## config.mk

```make
export PLATFORM = sky130hd
export DESIGN_NAME = gpio_bank_ctrl
export DESIGN_NICKNAME = d
export VERILOG_FILES = /design/src/rtl/gpio_bank_pkg.sv /design/src/rtl/gpio_in_sync.sv /design/src/rtl/gpio_edge_detect.sv /design/src/rtl/gpio_cfg_regs.sv /design/src/rtl/gpio_bank_ctrl.sv
export SDC_FILE = /design/constraint.sdc
export NUM_CORES = 1
export LEC_CHECK = 0
export BUFFER_PORTS_ARGS = -buffer_cell sky130_fd_sc_hd__buf_2
export CORE_ASPECT_RATIO = 0.9
export CORE_UTILIZATION = 50
export CTS_CLUSTER_DIAMETER = 150
export DETAILED_ROUTE_END_ITERATION = 8
export GPL_TIMING_DRIVEN = 0
export HOLD_SLACK_MARGIN = 0.1
export PLACE_DENSITY = 0.73
export SLEW_MARGIN = 30
export SYNTH_ARGS = -nofsm -noshare
export SYNTH_HDL_FRONTEND = slang
export SYNTH_SLANG_ARGS = --single-unit
export TNS_END_PERCENT = 10
```

## constraint.sdc

```tcl
create_clock -name clk -period 3.1 [get_ports clk]
set_clock_uncertainty 0.05 [all_clocks]
set_input_delay 0.465 -clock clk [delete_from_list [all_inputs] [get_ports clk]]
set_output_delay 0.465 -clock clk [all_outputs]
set_load 0.05 [all_outputs]
```

## src/rtl/gpio_bank_pkg.sv

```systemverilog
package gpio_bank_pkg;

  localparam int unsigned WORD_W = 32;

  typedef enum logic [2:0] {
    BK_LEVEL = 3'd0,
    BK_DIR   = 3'd1,
    BK_SET   = 3'd2,
    BK_CLR   = 3'd3,
    BK_RISE  = 3'd4,
    BK_FALL  = 3'd5,
    BK_STAT  = 3'd6,
    BK_ALTFN = 3'd7
  } bank_e;

  typedef struct packed {
    logic       hit;
    bank_e      bank;
    logic [7:0] word;
  } dec_t;

  // Splits a byte address into bank and word index. The alternate-function
  // bank is twice as long as the others and is the last one in the map.
  function automatic dec_t decode_addr(input int unsigned byte_addr,
                                       input int unsigned nreg);
    int unsigned raw;
    dec_t d;
    d   = '0;
    raw = byte_addr / (nreg * 4);
    if (raw < 7) begin
      d.hit  = 1'b1;
      d.bank = bank_e'(raw[2:0]);
      d.word = 8'((byte_addr % (nreg * 4)) / 4);
    end else if (raw < 9) begin
      d.hit  = 1'b1;
      d.bank = BK_ALTFN;
      d.word = 8'((byte_addr - 7 * nreg * 4) / 4);
    end
    return d;
  endfunction

endpackage

```

## src/rtl/gpio_in_sync.sv

```systemverilog
module gpio_in_sync #(
  parameter int unsigned WIDTH = 64
) (
  input  logic             clk,
  input  logic             rst_n,
  input  logic [WIDTH-1:0] raw_in,
  output logic [WIDTH-1:0] sync_out
);

  logic [WIDTH-1:0] stage1_q;
  logic [WIDTH-1:0] stage2_q;

  always_ff @(posedge clk or negedge rst_n) begin
    if (!rst_n) begin
      stage1_q <= '0;
      stage2_q <= '0;
    end else begin
      stage1_q <= raw_in;
      stage2_q <= stage1_q;
    end
  end

  assign sync_out = stage2_q;

endmodule

```

## src/rtl/gpio_edge_detect.sv

```systemverilog
module gpio_edge_detect #(
  parameter int unsigned WIDTH = 64
) (
  input  logic             clk,
  input  logic             rst_n,
  input  logic [WIDTH-1:0] lvl,
  input  logic [WIDTH-1:0] rise_en,
  input  logic [WIDTH-1:0] fall_en,
  input  logic [WIDTH-1:0] clr_mask,
  output logic [WIDTH-1:0] evt,
  output logic [WIDTH-1:0] status
);

  logic [WIDTH-1:0] prev_q;
  logic [WIDTH-1:0] status_q;
  logic [WIDTH-1:0] rose;
  logic [WIDTH-1:0] fell;

  assign rose = lvl & ~prev_q;
  assign fell = ~lvl & prev_q;
  assign evt  = (rose & rise_en) | (fell & fall_en);

  // New events win over a clear arriving in the same cycle.
  always_ff @(posedge clk or negedge rst_n) begin
    if (!rst_n) begin
      prev_q   <= '0;
      status_q <= '0;
    end else begin
      prev_q   <= lvl;
      status_q <= (status_q & ~clr_mask) | evt;
    end
  end

  assign status = status_q;

endmodule

```

## src/rtl/gpio_cfg_regs.sv

```systemverilog
module gpio_cfg_regs
  import gpio_bank_pkg::*;
#(
  parameter int unsigned NUM_PINS = 64
) (
  input  logic                  clk,
  input  logic                  rst_n,
  input  logic                  wr_en,
  input  bank_e                 wr_bank,
  input  logic [7:0]            wr_word,
  input  logic [WORD_W-1:0]     wr_data,
  input  logic [NUM_PINS-1:0]   set_mask,
  input  logic [NUM_PINS-1:0]   clr_mask,
  output logic [NUM_PINS-1:0]   dir_q,
  output logic [NUM_PINS-1:0]   out_q,
  output logic [NUM_PINS-1:0]   rise_en_q,
  output logic [NUM_PINS-1:0]   fall_en_q,
  output logic [2*NUM_PINS-1:0] altfn_q
);

  localparam int unsigned NREG    = NUM_PINS / WORD_W;
  localparam int unsigned AF_WORDS = 2 * NREG;

  always_ff @(posedge clk or negedge rst_n) begin
    if (!rst_n) begin
      dir_q     <= '0;
      out_q     <= '0;
      rise_en_q <= '0;
      fall_en_q <= '0;
      altfn_q   <= '0;
    end else begin
      out_q <= (out_q | set_mask) & ~clr_mask;
      if (wr_en) begin
        for (int w = 0; w < NREG; w++) begin
          if (wr_word == 8'(w)) begin
            case (wr_bank)
              BK_DIR:  dir_q[w*WORD_W +: WORD_W]     <= wr_data;
              BK_RISE: rise_en_q[w*WORD_W +: WORD_W] <= wr_data;
              BK_FALL: fall_en_q[w*WORD_W +: WORD_W] <= wr_data;
              default: ;
            endcase
          end
        end
        if (wr_bank == BK_ALTFN) begin
          for (int w = 0; w < AF_WORDS; w++) begin
            if (wr_word == 8'(w)) altfn_q[w*WORD_W +: WORD_W] <= wr_data;
          end
        end
      end
    end
  end

endmodule

```

## src/rtl/gpio_bank_ctrl.sv

```systemverilog
module gpio_bank_ctrl
  import gpio_bank_pkg::*;
#(
  parameter int unsigned NUM_PINS = 64,
  parameter int unsigned ADDR_W   = $clog2(36 * (NUM_PINS / 32))
) (
  input  logic                  clk,
  input  logic                  rst_n,
  input  logic [ADDR_W-1:0]     bus_addr,
  input  logic [31:0]           bus_wdata,
  input  logic                  bus_we,
  output logic [31:0]           bus_rdata,
  input  logic [NUM_PINS-1:0]   pin_in,
  output logic [NUM_PINS-1:0]   pin_out,
  output logic [NUM_PINS-1:0]   pin_oe,
  output logic [2*NUM_PINS-1:0] altfn_sel,
  output logic                  irq
);

  localparam int unsigned NREG     = NUM_PINS / WORD_W;
  localparam int unsigned AF_WORDS = 2 * NREG;

  dec_t dec;
  logic wr_hit;

  // Named internal events, observed by the bound checker.
  logic [NUM_PINS-1:0] set_mask;
  logic [NUM_PINS-1:0] clr_mask;
  logic [NUM_PINS-1:0] stat_clr_mask;
  logic [NUM_PINS-1:0] edge_evt;
  logic [NUM_PINS-1:0] edge_status;

  logic [NUM_PINS-1:0] lvl_sync;
  logic [NUM_PINS-1:0] dir_q;
  logic [NUM_PINS-1:0] out_q;
  logic [NUM_PINS-1:0] rise_en_q;
  logic [NUM_PINS-1:0] fall_en_q;
  logic [2*NUM_PINS-1:0] altfn_q;

  assign dec    = decode_addr(32'(bus_addr), NREG);
  assign wr_hit = bus_we & dec.hit;

  for (genvar w = 0; w < NREG; w++) begin : g_word_masks
    logic sel;
    assign sel = wr_hit && (dec.word == 8'(w));
    assign set_mask[w*WORD_W +: WORD_W]      = (sel && dec.bank == BK_SET)  ? bus_wdata : '0;
    assign clr_mask[w*WORD_W +: WORD_W]      = (sel && dec.bank == BK_CLR)  ? bus_wdata : '0;
    assign stat_clr_mask[w*WORD_W +: WORD_W] = (sel && dec.bank == BK_STAT) ? bus_wdata : '0;
  end

  gpio_in_sync #(.WIDTH(NUM_PINS)) u_sync (
    .clk      (clk),
    .rst_n    (rst_n),
    .raw_in   (pin_in),
    .sync_out (lvl_sync)
  );

  gpio_cfg_regs #(.NUM_PINS(NUM_PINS)) u_cfg (
    .clk       (clk),
    .rst_n     (rst_n),
    .wr_en     (wr_hit),
    .wr_bank   (dec.bank),
    .wr_word   (dec.word),
    .wr_data   (bus_wdata),
    .set_mask  (set_mask),
    .clr_mask  (clr_mask),
    .dir_q     (dir_q),
    .out_q     (out_q),
    .rise_en_q (rise_en_q),
    .fall_en_q (fall_en_q),
    .altfn_q   (altfn_q)
  );

  gpio_edge_detect #(.WIDTH(NUM_PINS)) u_edge (
    .clk      (clk),
    .rst_n    (rst_n),
    .lvl      (lvl_sync),
    .rise_en  (rise_en_q),
    .fall_en  (fall_en_q),
    .clr_mask (stat_clr_mask),
    .evt      (edge_evt),
    .status   (edge_status)
  );

  always_comb begin
    bus_rdata = '0;
    if (dec.hit) begin
      if (dec.bank == BK_ALTFN) begin
        for (int w = 0; w < AF_WORDS; w++) begin
          if (dec.word == 8'(w)) bus_rdata = altfn_q[w*WORD_W +: WORD_W];
        end
      end else begin
        for (int w = 0; w < NREG; w++) begin
          if (dec.word == 8'(w)) begin
            case (dec.bank)
              BK_LEVEL: bus_rdata = lvl_sync[w*WORD_W +: WORD_W];
              BK_DIR:   bus_rdata = dir_q[w*WORD_W +: WORD_W];
              BK_RISE:  bus_rdata = rise_en_q[w*WORD_W +: WORD_W];
              BK_FALL:  bus_rdata = fall_en_q[w*WORD_W +: WORD_W];
              BK_STAT:  bus_rdata = edge_status[w*WORD_W +: WORD_W];
              default:  bus_rdata = '0;
            endcase
          end
        end
      end
    end
  end

  assign pin_out   = out_q;
  assign pin_oe    = dir_q;
  assign altfn_sel = altfn_q;
  assign irq       = |edge_status;

endmodule

```

* Word level (Yosys, flattened, before mapping)
Index checks and enable logic that the tools add are counted.
** Word-level totals
- Output and inout port bits :: 289
- Logic and storage cells :: 81
- Memories :: 0
- Input port bits :: 106
- Latch bits :: 0
- Register bits :: 640
- Memory bits (read-only) :: 0
- Memory bits (writable) :: 0
** Operators by class
- Shifts and indexed selects :: 0
- $mul :: 0
- Div/mod/pow operators :: 0
- Mux-type cells :: 18
- $add $sub $neg :: 1
- Bitwise logic cells :: 14
- $lt $le $gt $ge :: 2
- Reduce and logical (&&, ||, !) cells :: 21
- Eq/ne operators :: 10
** Operators by type and width (count)
- two-way mux 32 bit :: 14
- AND 64 bit :: 6
- case mux 32 bit (5 select lines) :: 2
- inverter 64 bit :: 4
- bitwise OR 64 bit :: 3
- OR reduction 64 bit :: 1
- AND reduction 3 bit :: 10
- two-way mux 12 bit :: 2
- == test 8 x 2 -> 1 bit, second input constant :: 2
- == test 3 bit, second input constant :: 4
- == test 8 x 1 -> 1 bit, second input constant :: 1
- logical AND 1 bit :: 8
- zero test 8 bit :: 1
- subtractor 7 x 6 -> 8 bit, second input constant :: 1
- == test 3 x 2 -> 1 bit, second input constant :: 2
- < comparator 4 x 3 -> 1 bit, second input constant :: 1
- < comparator 4 bit, second input constant :: 1
- == test 3 x 1 -> 1 bit, second input constant :: 1
- zero test 3 bit :: 1
- AND 1 bit :: 1

* Longest topological paths before layout
Gate-level depths: netlist of the first run.
- Depth after elaboration :: 10
- Depth in mapped cells :: 10

* By module
From an unflattened synthesis of the first run, not the netlist that was laid out.
** Unflattened totals
- Cell total of the unflattened synthesis :: 2305
- Area total of the unflattened synthesis :: 27799.2 um^2
** By module, submodules not included
- gpio_cfg_regs :: cells an instance 919, times used 1, area each 14154.8 um^2
- gpio_bank_ctrl :: cells an instance 810, times used 1, area each 5396.4 um^2
- gpio_edge_detect :: cells an instance 448, times used 1, area each 5044.8 um^2
- gpio_in_sync :: cells an instance 128, times used 1, area each 3203.1 um^2

* Worst setup path after synthesis of the first run
No wires, ideal clock.
- Path kind :: input port to output port
- Start point :: input port bus_addr[4]
- End point :: output port bus_rdata[11]
- Data required time :: 2585 ps
- Stages on the path :: 10
- Slack :: -1117 ps
- Buffers on the path :: 3
- Arrival time :: 3702 ps
- Cell sequence :: buf_2 -> inv_1 -> ha_1 -> nand3b_1 -> a32o_1 -> and2_1 -> buf_2 -> buf_1 -> o221a_1 -> nor4_1
** On the way
- Cells in the longest elaborated chain, start to end :: 10
- Elaborated cells on any way between the ends :: 25
- Those cells by class :: add/sub: 1; order compare: 2; eq/ne: 8; mux: 12; reduce/logical: 2
** RTL lines
- from (decl) :: RTL line gpio_bank_ctrl.sv:9 : input logic [ADDR_W-1:0] bus_addr,
- subtractor 7 x 6 -> 8 bit or < comparator 4 bit (tied branches) :: RTL line gpio_bank_pkg.sv:37, gpio_bank_pkg.sv:34
- two-way mux 12 bit :: RTL line gpio_bank_pkg.sv:34 : end else if (raw < 9) begin
- two-way mux 12 bit (*) :: RTL line gpio_bank_pkg.sv:30 : if (raw < 7) begin
- zero test 8 bit :: RTL line gpio_bank_ctrl.sv:90, gpio_bank_ctrl.sv:94
- two-way mux 32 bit (4 in a row) :: RTL line gpio_bank_ctrl.sv:90 : if (dec.word == 8'(w)) bus_rdata = altfn_q[w*WORD_W +: WORD_W];
- two-way mux 32 bit :: RTL line gpio_bank_ctrl.sv:88 : if (dec.bank == BK_ALTFN) begin
- two-way mux 32 bit (*) :: RTL line gpio_bank_ctrl.sv:87 : if (dec.hit) begin
- to (decl) :: RTL line gpio_bank_ctrl.sv:12 : output logic [31:0] bus_rdata,
Every way passes the cells marked *; elsewhere a longest branch is shown, timed or not.

* Worst setup path in the final report of the first run
- Start point :: input port bus_addr[4]
- End point :: output port bus_rdata[29]
The elaborated chain is that of the path after synthesis.

==> results of run 1 <==
tightest hold or removal path, cell delays in order:
cell     delay, ns
buf_2         0.14
nand2_1       0.06
a21o_1        0.10
sequential cells by signal (all words and copies together) (netlist names):
name / flops
u_cfg.out_q: 64
u_cfg.dir_q: 64
u_edge.prev_q: 64
u_cfg.altfn_q: 128
u_sync.stage1_q: 64
u_edge.status: 64
u_sync.sync_out: 64
u_cfg.rise_en_q: 64
u_cfg.fall_en_q: 64
timing repair:
action	CTS	global route
buffers inserted	14	1
pin swaps	34	5
endpoints found under the hold margin	122	0
gates resized for setup	172	47
hold buffers	65	0
gates cloned	4	0
setup endpoints to repair	33	33
cell type report:
class	instances	area (sq um)	share of cell area (%)
Sequential cell	640	16000	47.0
Multi-Input combinational cell	1296	10800	31.7
Timing Repair Buffer	483	3190	9.36
Clock buffer	97	2040	5.99
Buffer	153	900	2.64
Tap cell	688	861	2.52
Clock inverter	20	258	0.756
Inverter	5	36.3	0.106
Antenna cell	2	5.00	0.0147
path summary, 6_finish.rpt:
path	startpoint	to	slack, ns
worst max-delay path	bus_addr[4]	bus_rdata[29]	-0.08
worst min-delay path	bus_wdata[31]	u_edge.status[63]$_DFF_PN0_	0.15
worst max register to register	u_sync.sync_out[47]$_DFF_PN0_	u_edge.status[47]$_DFF_PN0_	2.10
worst min register to register	u_sync.stage1_q[43]$_DFF_PN0_	u_sync.sync_out[43]$_DFF_PN0_	0.30
max in group asynchronous	rst_n	u_cfg.out_q[8]$_DFF_PN0_	0.62
min in group asynchronous	rst_n	u_sync.stage1_q[57]$_DFF_PN0_	0.31
cell families after synthesis:
logic type / synth area share [%]
flops: 60.1
compound gates: 12.2
mux: 18.3
simple gates: 6.73
buf+inv: 2.59
fa+ha+maj: 0.0938
power breakdown:
| part | total (mW) | switching, mW | internal (mW) |
|---|---|---|---|
| sequential | 10.6 | 1.07 | 9.55 |
| clock | 8.39 | 3.32 | 5.07 |
| combinational | 5.79 | 3.99 | 1.80 |
through the flow:
| step | hold slack [ns] | std cells | setup TNS (ns) |
|---|---|---|---|
| 2_1_floorplan | 0.119 | 2095 | 0 |
| 3_3_place_gp | 0.282 | 3175 | -7247.62 |
| 3_5_place_dp | 0.285 | 3183 | -47.19 |
| 4_1_cts | 0.132 | 3381 | -0.235 |
| 5_1_grt | 0.141 | 3383 | -1.44 |
| 6_report | 0.152 | 3384 | -0.813 |
layout by cell type (no fill, tap or decap), drive strengths merged, types with 35 or more instances in the layout:
| cell | n |
|---|---|
| a211oi | 35 |
| a21o | 64 |
| a21oi | 165 |
| buf | 488 |
| clkbuf | 179 |
| dfrtp | 640 |
| dlygate4sd3 | 65 |
| mux2 | 320 |
| mux2i | 128 |
| nand2 | 197 |
| nand3b | 67 |
| nor4 | 50 |
| o21ai | 129 |
metal layers:
layer | up-vias | GRT usage [%] | routed length [um]
met4 | 4 | 12.8 | 3660
met3 | 215 | 8.76 | 8000
met1 | 10679 | 43.4 | 35500
met5 | - | 0 | 26
li1 | 8771 | - | -
met2 | 1060 | 52.3 | 42500
==> summary.md, run 1 <==
| Metric | Value |
|---|---|
| Yosys reg bits | `640` |
| Initial core utilization | `51.1%` |
| Nets | `2754` |
| Worst hold stages | `3` |
| DPL Wire Length | `62.0 mm` |
| Pwr Total | `24.8 mW` |
| Crit. End Element | `output port` |
| Routability cong. | `0.915` |
| Final Instance Area | `34100 sq um` |
| Top-count cell post-synth | `dfrtp_1` |
| Final Hold Viols | `0` |
| First-pass GRT wire length | `133 mm` |
| Top FF cell, synth | `dfrtp_1` |
| Core region area | `52200 sq um` |
| Post-route ant nets | `0` |
| Initial antenna violation count | `6` |
| Setup ws final | `-0.0806 ns` |
| Pwr dens | `727 nW/um^2` |
| Placed Area | `30200 sq um` |
| Max Slew Vio Count | `0` |
| Final wirelength | `89.7 mm` |
| Number of buffers created by CTS | `67` |
| Synth Cell Area | `26700 sq um` |
| Number of flops mapped to enable cells by yosys | `0` |
| Seq/Total Area, Yosys | `60.1%` |
| Critical path class | `in2out` |
| Most common cell on crit path | `buf_8` |
| Top cells by count, synth | `640 x dfrtp_1, 271 x mux2_2, 197 x nand2_1` |
| CTS tree | `done` |
| Yosys synthesis warning count | `0` |
| Violated checks | `negative setup slack` |
| Synth area leader | `dfrtp_1` |
| Area of the die | `54300 sq um` |
| Slowest-stage cell, CP | `or4_4` |
| Fill cells | `3863` |
| CP delay by family, top | `simple AND/OR/NAND/NOR gates` |
| Largest net degree at the start of global routing | `89` |
| Drt first pass iters | `6` |
| Worst reg-to-reg path cell count | `3` |
| Syn Nets | `2203` |
| WP data arrival | `2.67 ns` |
| IO buf count | `392` |
| Post-synth top area share | `60.1%` |
| Die height | `221 um` |
| Status | `finished with violations` |
| Final number of setup-violating endpoints | `22` |
| Worst relative slew slack | `33.7%` |
| Yosys cell types | `45` |
| DRT iter0 DRCs | `1841` |
| Clk buf depth | `3` |
| Synth Instances | `2095` |
| Layout cells sized above 1 | `37.0%` |
| I/O Pins | `395` |
| Vias in the first global route | `21002` |
| Wirelength per Cell | `26.5 um` |
| DR vias | `20729` |
| Period utilisation layout | `103%` |
| Die X | `245 um` |
| Synth async-reset ratio | `100%` |
| Synth Area per Inst | `12.7 sq um` |
| H-tree Lvls | `3` |
| Final min period | `3.18 ns` |
| Hold Crit Class | `in2reg` |
| Crit path buf inv count | `5` |
| Crit. path cell count | `10` |
| Area growth from synthesis to layout | `27.9%` |
| Dominant cells by area after synthesis | `dfrtp_1 60%, mux2_2 11%, mux2i_1 4.8%` |
| DP Worst Slack | `-0.921 ns` |
| Row cnt | `79` |
| Maxcap violations | `0` |
| Vias/cell | `6.13` |
| Crit-path cells | `buf_8 -> buf_8 -> clkinv_8 -> ha_4 -> nand3b_1 -> or4_4 -> clkbuf_16 -> o221a_4 -> nor4_4 -> buf_6` |
| Worst-path clk slew | `0.06 ns` |
| Total global routing overflow | `0` |
| Clock Latency Late Sink | `0.60 ns` |
| CP Launch Type | `input port` |
| DRC Markers | `0` |
| Gr usage total | `33.0%` |
| FMAX | `0.314 GHz` |
| Slew @ Worst Pin | `0.994 ns` |
| RSZ-0062 raised after global routing | `true` |
| Leak Pwr | `16.1 nW` |
| Maximum vdd drop | `0.574 mV` |
| Crit path max fanout | `6` |
| Peak per-stage delay on the critical path | `0.65 ns` |
| Clk sink count | `640` |
| Critical path required time | `2.58 ns` |
| CTS Root Cell | `clkbuf_16` |
| Post-Route Utilization | `65.4%` |
Note: power is estimated with default switching activity, not from simulation.
==> inputs of run 2 (changes only) <==
Settings changed: CORE_ASPECT_RATIO 0.9 to unset.
==> run 2 against run 1 <==
Net effect: the run still ends with negative setup slack left; sequential power about the same; fmax increased by 0.97%; design area down 0.14%; cell count grew 0.27%; routed wire length decreased by 0.44%; highest routed layer unchanged; die area about the same; global-route usage down 0.14 points; register-to-register slack about the same; first-iteration DRC count up 9.9%; sequential cell count unchanged; critical endpoint is now bus_rdata[17]; via count down 0.17%; clock power fell by 0.7%.
==> summary.md, run 2 (synthesis gave the netlist of run 1 again) <==
| Metric | Value |
|---|---|
| Vias/cell | `6.10 (-0.44%)` |
| Routability cong. | `0.920 (+0.58%)` |
| Most common cell after layout, fill and taps aside | `dfrtp_1` |
| Reg with most FFs | `u_cfg.altfn_q` |
| Number of buffers created by CTS | `69 (+3.0%)` |
| Maximum vdd drop | `0.596 mV (+3.9%)` |
| Clk sink count | `640 (unchanged)` |
| Die height | `233 um (+5.4%)` |
| CP Launch Type | `input port` |
| Hold Crit Class | `in2reg` |
| Critical path class | `in2out` |
| Pwr Total | `24.8 mW (-0.17%)` |
| Crit. End Element | `output port` |
| Period utilisation layout | `102% (-0.99 points)` |
| H-tree Lvls | `3 (unchanged)` |
| Core region area | `52700 sq um (+0.89%)` |
| Critical path required time | `2.58 ns (about the same)` |
| Die X | `233 um (-5.1%)` |
| Gr usage total | `32.9% (-0.14 points)` |
| DR vias | `20693 (-0.17%)` |
| Largest register FFs | `128 (unchanged)` |
| I/O Pins | `395 (unchanged)` |
| Clock power share | `33.7% (about the same)` |
| Largest net degree at the start of global routing | `90 (+1.1%)` |
| Initial core utilization | `50.6% (-0.45 points)` |
| Most frequent cells in the layout | `640 x dfrtp_1, 406 x buf_2, 271 x mux2_2, 197 x nand2_1, 165 x a21oi_1` |
| Area of the die | `54300 sq um (about the same)` |
| Worst-path clk slew | `0.06 ns (about the same)` |
| Violated checks | `negative setup slack` |
| RSZ-0062 raised after global routing | `true` |
| Crit path max fanout | `10 (+4)` |
| Area growth from synthesis to layout | `27.7%` |
| Setup ws final | `-0.0499 ns (+0.0307 ns)` |
| Fill cells | `3963 (+2.6%)` |
| Crit-path cells | `buf_6 -> buf_6 -> clkbuf_1 -> buf_1 -> o21ai_0 -> a21oi_1 -> nor4_4 -> buf_6` |
| Sw frac | `34.1% (+0.33 points)` |
| CP delay by family, top | `buffers and inverters` |
| Pwr dens | `727 nW/um^2 (about the same)` |
| DPL Wire Length | `62.5 mm (+0.87%)` |
| Slowest-stage cell, CP | `buf_1` |
| FMAX | `0.317 GHz (+0.97%)` |
| Peak per-stage delay on the critical path | `0.59 ns (-0.06 ns)` |
| Final min period | `3.15 ns (-0.0307 ns)` |
| Vias in the first global route | `20850 (-0.72%)` |
| Net Switching | `8.45 mW (+0.81%)` |
| CTS tree | `done` |
| Maxcap violations | `0 (unchanged)` |
| Initial antenna violation count | `5 (-1)` |
| Wirelength per Cell | `26.3 um (-0.70%)` |
| DRT iter0 DRCs | `2024 (+9.9%)` |
| Worst relative slew slack | `35.0% (+1.2 points)` |
| First-pass GRT wire length | `132 mm (-1.2%)` |
| CTS Root Cell | `clkbuf_16` |
| Slew @ Worst Pin | `0.975 ns (-0.0185 ns)` |
| IO buf count | `392 (unchanged)` |
| Most common cell on crit path | `buf_6` |
| Status | `finished with violations` |
| DP Worst Slack | `-0.853 ns (+0.0681 ns)` |
| Final number of setup-violating endpoints | `8 (-64%)` |
| Clock Latency Late Sink | `0.61 ns (about the same)` |
| Row cnt | `84 (+6.3%)` |
| Final Hold Viols | `0 (unchanged)` |
| Total global routing overflow | `0 (unchanged)` |
| WP data arrival | `2.63 ns (-0.04 ns)` |
| Post-Route Setup TNS | `-0.170 ns (+0.643 ns)` |
| Leak Pwr | `16.0 nW (-0.13%)` |
| Layout cells sized above 1 | `37.0% (-0.069 points)` |
| P_int | `16.3 mW (-0.66%)` |
| Dpl cells | `3184 (+0.031%)` |
| Combinational power share | `23.4% (about the same)` |
| Post-Route Utilization | `64.7% (-0.67 points)` |
| Max Slew Vio Count | `0 (unchanged)` |
| DRC Markers | `0 (unchanged)` |
| Drt first pass iters | `8 (+2)` |
| Nets | `2758 (+0.15%)` |
| Final wirelength | `89.3 mm (-0.44%)` |
| Clk buf depth | `3 (unchanged)` |
| Sequential power share | `43.0% (+0.2 points)` |
| Post-route ant nets | `0 (unchanged)` |
| Finished Layout Cells | `3393 (+0.27%)` |
| Crit path buf inv count | `5 (unchanged)` |
[run 2: changes by cell type in the layout (fill, tap and decap cells not counted), moves of 4 or more]
cell	delta
o221a_4	-10
o221a_1	+9
a211oi_2	+6
a211oi_1	-5
clkbuf_1	+4
clkbuf_2	+4
diode_2	+4
nor4_2	+4
[run 2: area by class of cell]
cell class              instances  area [sq um]  share of cell area [%]
flip-flops and latches        640         16000                    47.0
well taps                     688           861                    2.53
plain buffers                 152           893                    2.62
inverters                       5          23.8                  0.0698
multi-input cells            1295         10700                    31.5
clock buffers                 103          2120                    6.22
repair buffers                487          3240                    9.51
clock inverters                17           169                   0.496
diodes                          6          15.0                  0.0441
[run 2: what timing repair did]
action	in CTS	in global routing
pin swaps	17	8
buffers inserted	19	1
setup endpoints to repair	33	33
hold buffers	65	0
gates cloned	1	0
resized for setup	148	48
endpoints found under the hold margin	133	0
[run 2: power by group through the flow]
stage	Sequential [mW]	Clock, mW	Combinational [mW]
final	10.6	8.33	5.78
after global routing	10.7	8.75	6.07
after CTS	10.6	8.41	5.73
after detailed placement	10.7	0	5.53
after global placement	10.6	0	5.39
after floorplan	12.4	0	1.90
[run 2: routing by layer]
metal  track usage, %  share of wire, %  vias to the layer above
met4             12.2               3.8                        4
met3             8.50               8.7                      228
li1                 -                 -                     8756
met5                0             0.022                        -
met2             53.9                48                     1036
met1             41.9                39                    10669
[run 2: path summary, 6_finish.rpt]
check	start	endpoint	slack (ns)	cells past startpoint
worst max-delay path	bus_addr[3]	bus_rdata[17]	-0.05	8
worst min-delay path	bus_wdata[20]	u_edge.status[20]$_DFF_PN0_	0.14	3
worst max register to register	u_sync.sync_out[52]$_DFF_PN0_	u_edge.status[52]$_DFF_PN0_	2.10	3
worst min register to register	u_sync.stage1_q[24]$_DFF_PN0_	u_sync.sync_out[24]$_DFF_PN0_	0.29	0
max in group asynchronous	rst_n	u_cfg.out_q[38]$_DFF_PN0_	0.44	7
min in group asynchronous	rst_n	u_sync.sync_out[60]$_DFF_PN0_	0.36	2
[run 2: worst reg2reg max path: cells and delay by family (launching register included)]
kind / cells / cell delay (ns)
flops: 1 / 0.46
compound gates: 2 / 0.25
simple gates: 1 / 0.14
[run 2: stage by stage]
stage                     cell area, sq um  hold slack (ns)
final                                34100            0.138
after CTS                            33900            0.122
after floorplan                      27200            0.119
after global placement               30000            0.282
after global routing                 34000            0.138
after detailed placement             30300            0.285
==> inputs of run 3 (changes only) <==
Settings changed: CORE_MARGIN set to 2, SKIP_CTS_REPAIR_TIMING set to 1.
==> run 3 against run 2 <==
Net effect: cell count about the same; highest routed layer unchanged; register-to-register slack worse by 0.02 ns; non-clock buffer count down 2; the flow still finishes with violations (negative setup slack); combinational power about the same.
==> summary.md, run 3 (synthesis gave the netlist of run 1 again) <==
| Metric | Value |
|---|---|
| Dpl cells | `3184 (unchanged)` |
| Vias in the first global route | `20779 (-0.34%)` |
| Vias/cell | `6.11 (+0.22%)` |
| Nets | `2756 (-0.073%)` |
| Critical path required time | `2.58 ns (about the same)` |
| Worst hold margin | `0.154 ns (+0.0163 ns)` |
| Multi-input logic area | `10700 sq um (-0.68%)` |
| H-tree Lvls | `3 (unchanged)` |
| Area of the die | `55200 sq um (+1.7%)` |
| Highest routed layer | `met5` |
| Largest register FFs | `128 (unchanged)` |
| Initial antenna violation count | `5 (unchanged)` |
| Total global routing overflow | `0 (unchanged)` |
| First-pass GRT wire length | `131 mm (-0.80%)` |
| Clock Latency Late Sink | `0.61 ns (about the same)` |
| FMAX | `0.313 GHz (-1.5%)` |
| Placed Area | `30300 sq um (about the same)` |
| Wirelength per Cell | `26.4 um (+0.42%)` |
| Layout cells sized above 1 | `36.6% (-0.37 points)` |
| Routability cong. | `0.944 (+2.6%)` |
| DRT iter0 DRCs | `1713 (-15%)` |
| Fill cells | `3928 (-0.88%)` |
| Clk buf depth | `3 (unchanged)` |
| Period utilisation layout | `103% (+1.5 points)` |
| Maximum vdd drop | `0.602 mV (+1.0%)` |
| Final Hold Viols | `0 (unchanged)` |
| Critical path class | `in2out` |
| Die height | `235 um (+0.86%)` |
| Violated checks | `negative setup slack` |
| Hold Crit Class | `in2reg` |
| CTS Root Cell | `clkbuf_16` |
| IO buf count | `392 (unchanged)` |
| RSZ-0062 raised after global routing | `true` |
| Pwr dens | `729 nW/um^2 (+0.26%)` |
| Crit. End Element | `output port` |
| I/O Pins | `395 (unchanged)` |
| Final Instance Area | `34000 sq um (-0.21%)` |
| Post-route ant nets | `0 (unchanged)` |
| Detail Route met3 WL | `8.34 mm (+7.2%)` |
| Post-Route Setup TNS | `-0.617 ns (-0.447 ns)` |
| Drt first pass iters | `6 (-2)` |
| Clk sink count | `640 (unchanged)` |
| Routed wl met2 | `42.4 mm (-1.9%)` |
| Slew @ Worst Pin | `1.00 ns (+0.0260 ns)` |
| Die X | `235 um (+0.86%)` |
| Maxcap violations | `0 (unchanged)` |
| Area growth from synthesis to layout | `27.5%` |
| Most frequent cells in the layout | `640 x dfrtp_1, 406 x buf_2, 271 x mux2_2, 197 x nand2_1, 165 x a21oi_1` |
| WL met1 | `34.4 mm (-1.6%)` |
| Initial core utilization | `50.6% (unchanged)` |
| Gr usage total | `31.2% (-1.7 points)` |
| DP Worst Slack | `-0.790 ns (+0.0630 ns)` |
| Row cnt | `84 (unchanged)` |
| Leak Pwr | `16.0 nW (about the same)` |
| Final min period | `3.20 ns (+0.0464 ns)` |
| Number of buffers created by CTS | `68 (-1.4%)` |
| Worst-path clk slew | `0.06 ns (about the same)` |
| Max Slew Vio Count | `0 (unchanged)` |
| Largest net degree at the start of global routing | `93 (+3.3%)` |
| Most common cell after layout, fill and taps aside | `dfrtp_1` |
| Core region area | `52700 sq um (unchanged)` |
| Reg with most FFs | `u_cfg.altfn_q` |
| Register area | `16000 sq um (unchanged)` |
| Final wirelength | `89.6 mm (+0.37%)` |
| Worst relative slew slack | `33.2% (-1.7 points)` |
| CTS tree | `done` |
| DR vias | `20726 (+0.16%)` |
| DPL Wire Length | `62.4 mm (-0.21%)` |
| Status | `finished with violations` |
| WP data arrival | `2.68 ns (+0.05 ns)` |
| DRC Markers | `0 (unchanged)` |
| Setup ws final | `-0.0963 ns (-0.0464 ns)` |
| Crit path max fanout | `6 (-4)` |
| Finished Layout Cells | `3391 (-0.059%)` |
| Final number of setup-violating endpoints | `20 (+12)` |
| CP Launch Type | `input port` |
run 3: worst paths after layout:
path                                          startpoint  slack (ns)                             to  depth (start not counted)
setup / recovery                             bus_addr[4]        -0.1                  bus_rdata[21]                         10
max in group asynchronous                          rst_n        0.67    u_edge.prev_q[44]$_DFF_PN0_                          6
hold / removal                             bus_wdata[14]        0.15    u_edge.status[14]$_DFF_PN0_                          3
hold reg to reg            u_sync.stage1_q[26]$_DFF_PN0_        0.29  u_sync.sync_out[26]$_DFF_PN0_                          0
min in group asynchronous                          rst_n        0.32  u_sync.sync_out[58]$_DFF_PN0_                          2
setup reg to reg           u_sync.sync_out[32]$_DFF_PN0_        2.08    u_edge.status[32]$_DFF_PN0_                          3
run 3: final cells by class:
class / instances / area share [%]
Antenna cell: 4 / 0.0294
Tap cell: 688 / 2.53
Clock buffer: 98 / 5.94
Multi-Input combinational cell: 1296 / 31.3
Buffer: 152 / 2.44
Timing Repair Buffer: 485 / 9.72
Sequential cell: 640 / 47.1
Clock inverter: 23 / 0.799
Inverter: 5 / 0.0847
run 3: power by group:
| group | internal (mW) | leakage, nW | switching, mW | total (mW) |
|---|---|---|---|---|
| registers | 9.55 | 7.89 | 1.08 | 10.6 |
| clock network | 5.02 | 1.14 | 3.35 | 8.37 |
| logic | 1.79 | 7.00 | 3.98 | 5.77 |
| total | 16.4 | 16.0 | 8.41 | 24.8 |
run 3: worst max-delay path, cell delays in order:
cell and delay, ns:
buf_8 0.11, buf_6 0.12, inv_6 0.06, ha_4 0.13
nand3b_1 0.13, or4_4 0.63, buf_8 0.18, o221a_4 0.27
nor4_4 0.36, buf_6 0.21
run 3: stage by stage:
step	util, %	power, mW
after floorplan	-	14.3
after global placement	57.0	16.0
after detailed placement	57.5	16.2
after CTS	61.9	24.6
after global routing	64.5	25.6
final	64.5	24.8
run 3: per-layer routing:
layer  up-vias  global-route usage (%)
met5         -                       0
li1       8766                       -
met4         6                    13.4
met1     10575                    40.3
met3       250                    8.22
met2      1129                    50.0
